<file path="config.mk">
export PLATFORM = sky130hd
export DESIGN_NAME = exc_entry_ctrl
export DESIGN_NICKNAME = d
export VERILOG_FILES = /design/src/rtl/exc_entry_pkg.sv /design/src/rtl/exc_code_map.sv /design/src/rtl/exc_slot_detect.sv /design/src/rtl/exc_vector_sel.sv /design/src/rtl/exc_entry_ctrl.sv
export SDC_FILE = /design/constraint.sdc
export NUM_CORES = 1
export LEC_CHECK = 0
export BUFFER_PORTS_ARGS = -buffer_cell sky130_fd_sc_hd__clkbuf_2
export CAP_MARGIN = 20
export CELL_PAD_IN_SITES_DETAIL_PLACEMENT = 0
export CELL_PAD_IN_SITES_GLOBAL_PLACEMENT = 1
export CORE_ASPECT_RATIO = 0.7
export CORE_MARGIN = 5
export CORE_UTILIZATION = 32
export DETAILED_ROUTE_END_ITERATION = 8
export PLACE_DENSITY = 0.77
export SLEW_MARGIN = 20
export SYNTH_ARGS = -nofsm -noshare
export SYNTH_HDL_FRONTEND = slang
export SYNTH_HIERARCHICAL = 1
export SYNTH_SLANG_ARGS = --single-unit
</file>
<file path="constraint.sdc">
create_clock -name clk -period 3 [get_ports clk]
set_clock_uncertainty 0.15 [all_clocks]
set_input_delay 0.3 -clock clk [delete_from_list [all_inputs] [get_ports clk]]
set_output_delay 0.3 -clock clk [all_outputs]
set_load 0.01 [all_outputs]
</file>
<file path="src/rtl/exc_entry_pkg.sv">
package exc_entry_pkg;

    localparam int REG_W = 32;

    typedef enum logic [3:0] {
        FK_INT          = 4'd0,
        FK_SYSCALL      = 4'd1,
        FK_RSVD_INSN    = 4'd2,
        FK_OVERFLOW     = 4'd3,
        FK_TRAP         = 4'd4,
        FK_BREAK        = 4'd5,
        FK_MCHECK       = 4'd6,
        FK_COP_UNUSABLE = 4'd7,
        FK_ADDR_ERR     = 4'd8,
        FK_TLB_INVALID  = 4'd9,
        FK_TLB_REFILL   = 4'd10,
        FK_TLB_MOD      = 4'd11,
        FK_RESET        = 4'd12,
        FK_SOFT_RESET   = 4'd13,
        FK_NMI          = 4'd14,
        FK_THREAD       = 4'd15
    } fault_kind_e;

    // Status word fields
    localparam int ST_EXL_BIT = 1;
    localparam int ST_BEV_BIT = 22;
    localparam int ST_CU1_BIT = 29;

    // Cause word fields
    localparam int CA_BD_BIT   = 31;
    localparam int CA_CE_LSB   = 28;
    localparam int CA_CE_W     = 2;
    localparam int CA_CODE_LSB = 2;
    localparam int CA_CODE_W   = 5;

    // Shadow-set control fields
    localparam int SRS_CUR_LSB  = 0;
    localparam int SRS_PREV_LSB = 6;
    localparam int SRS_EXC_LSB  = 12;
    localparam int SRS_FLD_W    = 4;

    // Exception codes
    localparam logic [CA_CODE_W-1:0] XC_INT    = 5'd0;
    localparam logic [CA_CODE_W-1:0] XC_MOD    = 5'd1;
    localparam logic [CA_CODE_W-1:0] XC_SYS    = 5'd8;
    localparam logic [CA_CODE_W-1:0] XC_BP     = 5'd9;
    localparam logic [CA_CODE_W-1:0] XC_RI     = 5'd10;
    localparam logic [CA_CODE_W-1:0] XC_CPU    = 5'd11;
    localparam logic [CA_CODE_W-1:0] XC_OV     = 5'd12;
    localparam logic [CA_CODE_W-1:0] XC_TR     = 5'd13;
    localparam logic [CA_CODE_W-1:0] XC_MCHECK = 5'd24;
    localparam logic [CA_CODE_W-1:0] XC_NONE   = 5'd0;

endpackage

</file>
<file path="src/rtl/exc_code_map.sv">
module exc_code_map
    import exc_entry_pkg::*;
(
    input  fault_kind_e               kind,
    output logic [CA_CODE_W-1:0]      code,
    output logic                      reset_class,
    output logic                      boot_vector,
    output logic                      low_offset
);

    always_comb begin
        unique case (kind)
            FK_INT:          code = XC_INT;
            FK_SYSCALL:      code = XC_SYS;
            FK_RSVD_INSN:    code = XC_RI;
            FK_OVERFLOW:     code = XC_OV;
            FK_TRAP:         code = XC_TR;
            FK_BREAK:        code = XC_BP;
            FK_MCHECK:       code = XC_MCHECK;
            FK_COP_UNUSABLE: code = XC_CPU;
            FK_TLB_MOD:      code = XC_MOD;
            default:         code = XC_NONE;
        endcase
    end

    assign reset_class = (kind == FK_RESET) || (kind == FK_SOFT_RESET);
    assign boot_vector = reset_class || (kind == FK_NMI);
    assign low_offset  = boot_vector || (kind == FK_INT);

endmodule

</file>
<file path="src/rtl/exc_slot_detect.sv">
module exc_slot_detect #(
    parameter int XLEN       = 32,
    parameter int INSN_BYTES = 4
) (
    input  logic [XLEN-1:0] pc,
    input  logic [XLEN-1:0] npc,
    output logic            in_slot,
    output logic [XLEN-1:0] epc_val
);

    localparam logic [XLEN-1:0] STEP = XLEN'(INSN_BYTES);

    logic [XLEN-1:0] seq_pc;

    assign seq_pc  = pc + STEP;
    assign in_slot = (npc != seq_pc);
    assign epc_val = in_slot ? (pc - STEP) : pc;

endmodule

</file>
<file path="src/rtl/exc_vector_sel.sv">
module exc_vector_sel #(
    parameter int              XLEN        = 32,
    parameter logic [XLEN-1:0] BOOT_BASE   = 32'hBFC0_0000,
    parameter logic [XLEN-1:0] BEV_BASE    = 32'hBFC0_0200,
    parameter logic [XLEN-1:0] NORM_BASE   = 32'h8000_0000,
    parameter logic [XLEN-1:0] GEN_OFFSET  = 32'h0000_0180
) (
    input  logic            bev,
    input  logic            boot_vector,
    input  logic            low_offset,
    output logic [XLEN-1:0] vector
);

    logic [XLEN-1:0] base;
    logic [XLEN-1:0] offset;

    always_comb begin
        if (boot_vector)
            base = BOOT_BASE;
        else if (bev)
            base = BEV_BASE;
        else
            base = NORM_BASE;
        offset = low_offset ? '0 : GEN_OFFSET;
        vector = base + offset;
    end

endmodule

</file>
<file path="src/rtl/exc_entry_ctrl.sv">
module exc_entry_ctrl
    import exc_entry_pkg::*;
#(
    parameter int              XLEN       = 32,
    parameter int              INSN_BYTES = 4,
    parameter logic [XLEN-1:0] BOOT_BASE  = 32'hBFC0_0000,
    parameter logic [XLEN-1:0] BEV_BASE   = 32'hBFC0_0200,
    parameter logic [XLEN-1:0] NORM_BASE  = 32'h8000_0000,
    parameter logic [XLEN-1:0] GEN_OFFSET = 32'h0000_0180
) (
    input  logic             clk,
    input  logic             rst_n,
    input  logic             fault_valid,
    input  logic [3:0]       fault_kind,
    input  logic [XLEN-1:0]  cur_pc,
    input  logic [XLEN-1:0]  next_pc,
    input  logic [REG_W-1:0] status_i,
    input  logic [REG_W-1:0] cause_i,
    input  logic [REG_W-1:0] srsctl_i,
    output logic             redirect_valid,
    output logic [XLEN-1:0]  redirect_pc,
    output logic             status_we,
    output logic [REG_W-1:0] status_o,
    output logic             cause_we,
    output logic [REG_W-1:0] cause_o,
    output logic             epc_we,
    output logic [XLEN-1:0]  epc_o,
    output logic             srs_we,
    output logic [REG_W-1:0] srsctl_o
);

    localparam logic [XLEN-1:0] STEP = XLEN'(INSN_BYTES);

    typedef struct packed {
        logic             redir_v;
        logic [XLEN-1:0]  redir_pc;
        logic             st_we;
        logic [REG_W-1:0] st;
        logic             ca_we;
        logic [REG_W-1:0] ca;
        logic             epc_we;
        logic [XLEN-1:0]  epc;
        logic             srs_we;
        logic [REG_W-1:0] srs;
    } entry_t;

    entry_t state_d, state_q;

    fault_kind_e           kind;
    logic [CA_CODE_W-1:0]  code;
    logic                  reset_class;
    logic                  boot_vector;
    logic                  low_offset;
    logic                  in_slot;
    logic [XLEN-1:0]       epc_val;
    logic [XLEN-1:0]       vector;

    assign kind = fault_kind_e'(fault_kind);

    exc_code_map u_code (
        .kind        (kind),
        .code        (code),
        .reset_class (reset_class),
        .boot_vector (boot_vector),
        .low_offset  (low_offset)
    );

    exc_slot_detect #(
        .XLEN       (XLEN),
        .INSN_BYTES (INSN_BYTES)
    ) u_slot (
        .pc      (cur_pc),
        .npc     (next_pc),
        .in_slot (in_slot),
        .epc_val (epc_val)
    );

    exc_vector_sel #(
        .XLEN       (XLEN),
        .BOOT_BASE  (BOOT_BASE),
        .BEV_BASE   (BEV_BASE),
        .NORM_BASE  (NORM_BASE),
        .GEN_OFFSET (GEN_OFFSET)
    ) u_vec (
        .bev         (status_i[ST_BEV_BIT]),
        .boot_vector (boot_vector),
        .low_offset  (low_offset),
        .vector      (vector)
    );

    always_comb begin
        state_d         = state_q;
        state_d.redir_v = 1'b0;
        state_d.st_we   = 1'b0;
        state_d.ca_we   = 1'b0;
        state_d.epc_we  = 1'b0;
        state_d.srs_we  = 1'b0;
        if (fault_valid) begin
            state_d.redir_v  = 1'b1;
            state_d.redir_pc = vector;
            state_d.st_we    = 1'b1;
            if (reset_class) begin
                state_d.st             = status_i;
                state_d.st[ST_CU1_BIT] = 1'b1;
            end else begin
                state_d.st             = status_i;
                state_d.st[ST_EXL_BIT] = 1'b1;

                state_d.ca                               = cause_i;
                state_d.ca[CA_BD_BIT]                    = in_slot;
                state_d.ca[CA_CE_LSB +: CA_CE_W]         = '0;
                state_d.ca[CA_CODE_LSB +: CA_CODE_W]     = code;
                state_d.ca_we                            = 1'b1;

                state_d.epc    = epc_val;
                state_d.epc_we = 1'b1;

                if (!status_i[ST_EXL_BIT] && !status_i[ST_BEV_BIT]) begin
                    state_d.srs = srsctl_i;
                    state_d.srs[SRS_PREV_LSB +: SRS_FLD_W] = srsctl_i[SRS_CUR_LSB +: SRS_FLD_W];
                    state_d.srs[SRS_CUR_LSB  +: SRS_FLD_W] = srsctl_i[SRS_EXC_LSB +: SRS_FLD_W];
                    state_d.srs_we = 1'b1;
                end
            end
        end
    end

    always_ff @(posedge clk) begin
        if (!rst_n)
            state_q <= '0;
        else
            state_q <= state_d;
    end

    assign redirect_valid = state_q.redir_v;
    assign redirect_pc    = state_q.redir_pc;
    assign status_we      = state_q.st_we;
    assign status_o       = state_q.st;
    assign cause_we       = state_q.ca_we;
    assign cause_o        = state_q.ca;
    assign epc_we         = state_q.epc_we;
    assign epc_o          = state_q.epc;
    assign srs_we         = state_q.srs_we;
    assign srsctl_o       = state_q.srs;

    // ---------------- assertions ----------------
    p_redirect_follows_r1: assert property (@(posedge clk) disable iff (!rst_n)
        (rst_n && fault_valid) |=> redirect_valid);

    p_quiet_when_idle_r1: assert property (@(posedge clk) disable iff (!rst_n)
        (rst_n && !fault_valid) |=> (!redirect_valid && !status_we && !cause_we && !epc_we && !srs_we));

    p_exl_on_entry_r2: assert property (@(posedge clk) disable iff (!rst_n)
        epc_we |-> (status_we && status_o[ST_EXL_BIT]));

    p_epc_value_r3: assert property (@(posedge clk) disable iff (!rst_n)
        epc_we |-> (epc_o == (cause_o[CA_BD_BIT] ? ($past(cur_pc) - STEP) : $past(cur_pc))));

    p_ce_cleared_r4: assert property (@(posedge clk) disable iff (!rst_n)
        cause_we |-> (cause_o[CA_CE_LSB +: CA_CE_W] == '0));

    p_srs_gate_r5: assert property (@(posedge clk) disable iff (!rst_n)
        srs_we |-> (!$past(status_i[ST_EXL_BIT]) && !$past(status_i[ST_BEV_BIT])));

    p_boot_vector_r6: assert property (@(posedge clk) disable iff (!rst_n)
        (redirect_valid && !epc_we) |-> (redirect_pc == BOOT_BASE));

    p_reset_entry_r7: assert property (@(posedge clk) disable iff (!rst_n)
        (status_we && !cause_we) |-> (status_o[ST_CU1_BIT] && !epc_we && !srs_we));

endmodule

</file>
# Yosys cells after proc, flatten, opt, wreduce, memory -nomap -nowiden

Memories as Yosys holds them, arrays and structs flattened.
Index checks and enable logic that the tools add are counted.

Flip-flop bits (word level): 163
ROM bits: 80
Input port bits: 167
Output and inout bits: 165
Logic and storage cells: 40
Memories: 1

Memories:

| memory           | depth | width | rd ports | clocked after memory_dff | write ports | line               | text |
|---|---|---|---|---|---|---|---|
| (name not given) | 16    | 5     | 1        | 0                        | 0           | exc_code_map.sv:12 | `unique case (kind)` |

Add/subtract/negate cells: 3
Equality and inequality tests: 4
Mux-type cells: 8
Bitwise operators: 3
Reductions and logical operators: 11

Operators by type and width:

| cell                  | number |
|---|---|
| $mux 165              | 1 |
| $mux 99               | 1 |
| $mux 32               | 2 |
| $mux 30               | 2 |
| $mux 33               | 1 |
| $add 32x3->32 const B | 1 |
| $add 32x32->32        | 1 |
| $ne 32x32->1          | 1 |
| $sub 32x3->32 const B | 1 |
| $eq 4x4->1 const B    | 3 |
| $mux 9                | 1 |
| $logic_not 4->1       | 1 |
| $reduce_and 2->1      | 2 |
| $logic_or 1x1->1      | 3 |
| $not 1->1             | 3 |
| $reduce_and 3->1      | 1 |
| $reduce_or 3->1       | 1 |
| $logic_not 1->1       | 2 |
| $logic_and 1x1->1     | 1 |

# Depth between registers and ports, before layout

Depth in word-level cells: 7
Mapped depth: 16
Mapped depth without buffers: 13

# Hierarchy

Netlist, hierarchy kept.

By module, submodules not included:

| module          | times used | cells an instance | area an instance (sq um) | sequential area each (sq um) |
|---|---|---|---|---|
| exc_entry_ctrl  | 1          | 618               | 5899.4                   | 3143.0 |
| exc_slot_detect | 1          | 281               | 1898.1                   | 0.0 |
| exc_vector_sel  | 1          | 34                | 241.5                    | 0.0 |
| exc_code_map    | 1          | 21                | 138.9                    | 0.0 |

# Least setup slack after synthesis

Ideal clock, no wire load.

Path type: input to register
Start point: in cur_pc[8]
End point: reg state_q, in the netlist epc_o[26]
Arrival time: 2.764 ns
Required time: 2.728 ns
Setup slack: -0.036 ns
Stages: 15
Path buffers: 4
Cell sequence: buf_2 nand3_4 or4_1 clkbuf_2 nor4_2 a21oi_1 nor3_1 o2111ai_2 nor2_2 buf_6 buf_8 nor2_1 xor2_1 nand2_1 a21boi_0

Cells in the longest elaborated chain, start to end: 3
Elaborated cells on any way between the ends: 4
Classes of those cells: add/sub: 2; eq/ne: 1; mux: 1

Ends and longest elaborated chain:

| element               | line                  | text |
|---|---|---|
| start, declared       | exc_entry_ctrl.sv:15  | `input logic [XLEN-1:0] cur_pc,` |
| $add 32x3->32         | exc_slot_detect.sv:15 | `assign seq_pc = pc + STEP;` |
| $ne 32x32->1          | exc_slot_detect.sv:16 | `assign in_slot = (npc != seq_pc);` |
| $mux 32 (*)           | exc_slot_detect.sv:17 | `assign epc_val = in_slot ? (pc - STEP) : pc;` |
| named net epc_val[26] | exc_entry_ctrl.sv:55  | `logic [XLEN-1:0] epc_val;` |
| end signal, assigned  | exc_entry_ctrl.sv:132 | `state_q <= state_d;` |
| end, declared         | exc_entry_ctrl.sv:47  | `entry_t state_d, state_q;` |

The timed path passes the listed nets; every way through them passes the cells marked *.
A chain may end at the register's enable or synchronous reset.

# Final worst setup path

Start point: in cur_pc[4]
End point: reg state_q, in the netlist epc_o[31]

Same word-level chain as after synthesis.

==> results by group <==
Synth
  • Share of the synthesized area in the top cell type: 38.4%
  • Post-synth ARST share: 0%
  • Warnings from Yosys: 6
  • Synth Area per Inst: 8.57 µm²
  • Ys flop type: dfxtp_1
  • Register area share after synthesis: 38.4%
  • Post-synth cell types: 68
  • Cell taking the most area after synthesis: dfxtp_1
  • Post-synth EDFFs: 0
  • Count leader, synth: nand2_1
  • List of most frequent post-synthesis cells: nand2_1 (172), dfxtp_1 (157), nor2b_1 (68), a21boi_0 (63), mux2i_1 (63)
  • Yosys reg bits: 157
  • Syn Inst Count: 954
  • Mapped Area: 8180 µm²
  • Ranking of synthesized cells by area: dfxtp_1 (38%), nand2_1 (7.9%), mux2i_1 (7.7%)

STA
  • Worst Max-Slew Pin Slew: 503 ps
  • Worst slew margin: 66.4%
  • Period utilisation layout: 97.7%
  • Pins Over Slew Limit: 0
  • Min Clock Period, post-route: 2930 ps
  • Fmax: 341 MHz
  • Fin Hold WS: 23.2 ps
  • Final setup violation count: 0
  • Final Hold Viols: 0

Critical path
  • Arrival time worst endpoint: 3130 ps
  • Req. time, crit path: 3200 ps
  • CP endpoint kind: register
  • Worst-path fanout max: 10
  • Kind of critical path: input port to register
  • Critical Path Source Type: input port

Clock network
  • Num Clock Sinks: 157
  • CTS tree: built
  • Worst-Skew Late Latency: 410 ps
  • Clock transition at path regs: 70 ps
  • CTS Buf Count: 17
  • CTS root buffer: clkbuf_16
  • H-tree depth: 4
  • Worst-case clock buffer depth: 2

Floorplan
  • DIE WIDTH: 201 µm
  • # rows: 49
  • Die area: 28900 µm²
  • Die H: 144 µm
  • Initial core utilization: 32.1%
  • Core ar.: 25400 µm²
  • IO Count: 332

Power
  • Reg power frac: 42.7%
  • Clock share of power: 38.9%
  • Internal power: 3.84 mW
  • P_sw: 1.46 mW
  • Pwr dens: 446 nW/µm²
  • Switching share of power: 27.6%
  • Worst vdd ir: 0.000361 V
  • Power share of the combinational group: 18.4%
  • P_leak: 5.42 nW

Drt
  • Drt first pass iters: 6
  • Detail Route met2 WL: 11400 µm
  • Total routed wirelength: 26800 µm
  • DR DRC count: 0
  • Vias per inst: 4.64
  • DR WL/cell: 15.6 µm
  • Metal1 wirelength: 12800 µm
  • Initial DRC Count: 445
  • Routed met3 length: 2370 µm
  • Routed via count: 7952
  • Top sig layer: met4
  • Post-route ant nets: 0

Hold path
  • Min-delay worst type: input port to register

Global routing
  • Initial antenna violation count: 1
  • Largest net degree at the start of global routing: 82
  • Global route overflow: 0
  • Global router's overall resource usage: 17.7%
  • Vias in the first global route: 7658
  • First-pass GRT wire length: 41700 µm

Cells and area
  • Design area: 11900 µm²
  • Fin util: 46.7%
  • Layout cells sized above 1: 34.7%
  • Layout area overhead: 45.2%
  • Final Non-Filler Cells: 1713
  • Fin nets: 1537
  • # fillers: 2431

Placement
  • Area after DPL: 10200 µm²
  • Placed Cells: 1590
  • Final RePlAce weighted congestion: 0.871
  • Port Buffer Count: 317
  • Post-DP HPWL: 19000 µm

Run status
  • Status: complete, no violations

Run
  • MaxCap Viol Count: 0
path summary, 6_finish.rpt:
kind	start	to	slack (ps)	cells after the start
worst min-delay path	status_i[22]	srs_we	20	2
worst min register to register	srsctl_o[9]	srsctl_o[9]	300	2
worst max register to register	epc_o[31]	epc_o[31]	2170	2
worst max-delay path	cur_pc[4]	epc_o[31]	70	16
kinds of logic (layout without fill, tap and decap cells):
family	after synthesis	after routing	share of synthesized area [%]
multiplexers	65	65	7.99
XOR/XNOR	64	64	6.85
AO/OA/AOI/OAI	136	136	11.3
adder cells (fa/ha/maj)	2	2	0.306
buffers and inverters	121	528	9.23
other	3	24	0.138
flip-flops	157	157	38.4
AND/OR/NAND/NOR	406	406	25.7
power by group through the flow:
| stage | clock network [mW] | registers (mW) | logic [mW] |
|---|---|---|---|
| 3_5_place_dp | 0 | 2.31 | 0.862 |
| 5_1_grt | 2.23 | 2.28 | 1.07 |
| 4_1_cts | 2.14 | 2.26 | 0.953 |
| 2_1_floorplan | 0 | 2.35 | 0.452 |
| 3_3_place_gp | 0 | 2.30 | 0.858 |
| 6_report | 2.06 | 2.26 | 0.974 |
routing by layer:
metal | global-route usage (%) | vias to the layer above
li1 | - | 3993
met5 | 0 | -
met1 | 24.5 | 3660
met3 | 7.22 | 23
met4 | 3.66 | 0
met2 | 26.2 | 276
worst max-delay path, stage by stage:
cell	delay, ps
clkbuf_2	110
buf_4	170
nand4_1	240
nor3_2	320
buf_4	210
nand2_1	110
o2111ai_1	220
a21oi_1	140
o2111ai_2	230
buf_6	140
nor2_4	60
clkbuf_16	170
nor4_2	290
xor2_1	170
nand2_1	60
a21boi_0	170
through the flow:
step	TNS, ps	power (mW)	setup slack [ps]
finish	0	5.30	69.8
global route	-93.1	5.57	-45.7
CTS	0	5.35	36.2
detailed placement	-12700	3.17	-459
global placement	-10190	3.16	-380
floorplan	0	2.81	11.9
layout make-up:
cell class	count	area, µm²	share of cell area (%)
Antenna cell	1	2.50	0.0211
Clock buffer	19	443	3.73
Clock inverter	13	113	0.948
Inverter	9	33.8	0.284
Multi-Input combinational cell	696	4550	38.3
Sequential cell	157	3140	26.5
Tap cell	331	414	3.49
Timing Repair Buffer	487	3180	26.8
sequential cells by signal, indices dropped and copies added (netlist names):
register / count
cause_o: 30
cause_we: 1
epc_o: 32
redirect_pc: 32
redirect_valid: 1
srs_we: 1
srsctl_o: 28
status_o: 32
cells in the final DEF, fill, tap and decap left out, types with 7 or more instances in the layout:
master	netlist	layout
nor4_2	1	7
o21ai_0	33	31
and3_1	10	10
dfxtp_1	157	157
nor2_1	24	24
dlygate4sd3_1	0	84
a21boi_0	63	49
clkbuf_16	0	19
nor2b_1	68	67
a21oi_1	10	10
a21boi_1	0	12
clkbuf_2	1	313
xnor2_1	29	29
buf_4	59	79
nand2_1	172	170
inv_1	8	8
xor2_1	35	35
nand3_1	43	42
nor3_1	16	15
conb_1	3	23
mux2i_1	63	63
nor4_1	16	8
repair_timing:
item	CTS	global route
hold buffers	84	0
hold endpoints to repair	84	0
setup buffers	0	3
setup endpoints to repair	3	31
gates resized for setup	1	51
pin swaps	0	17
gates cloned	0	3
Note: power is estimated with default switching activity, not from simulation.
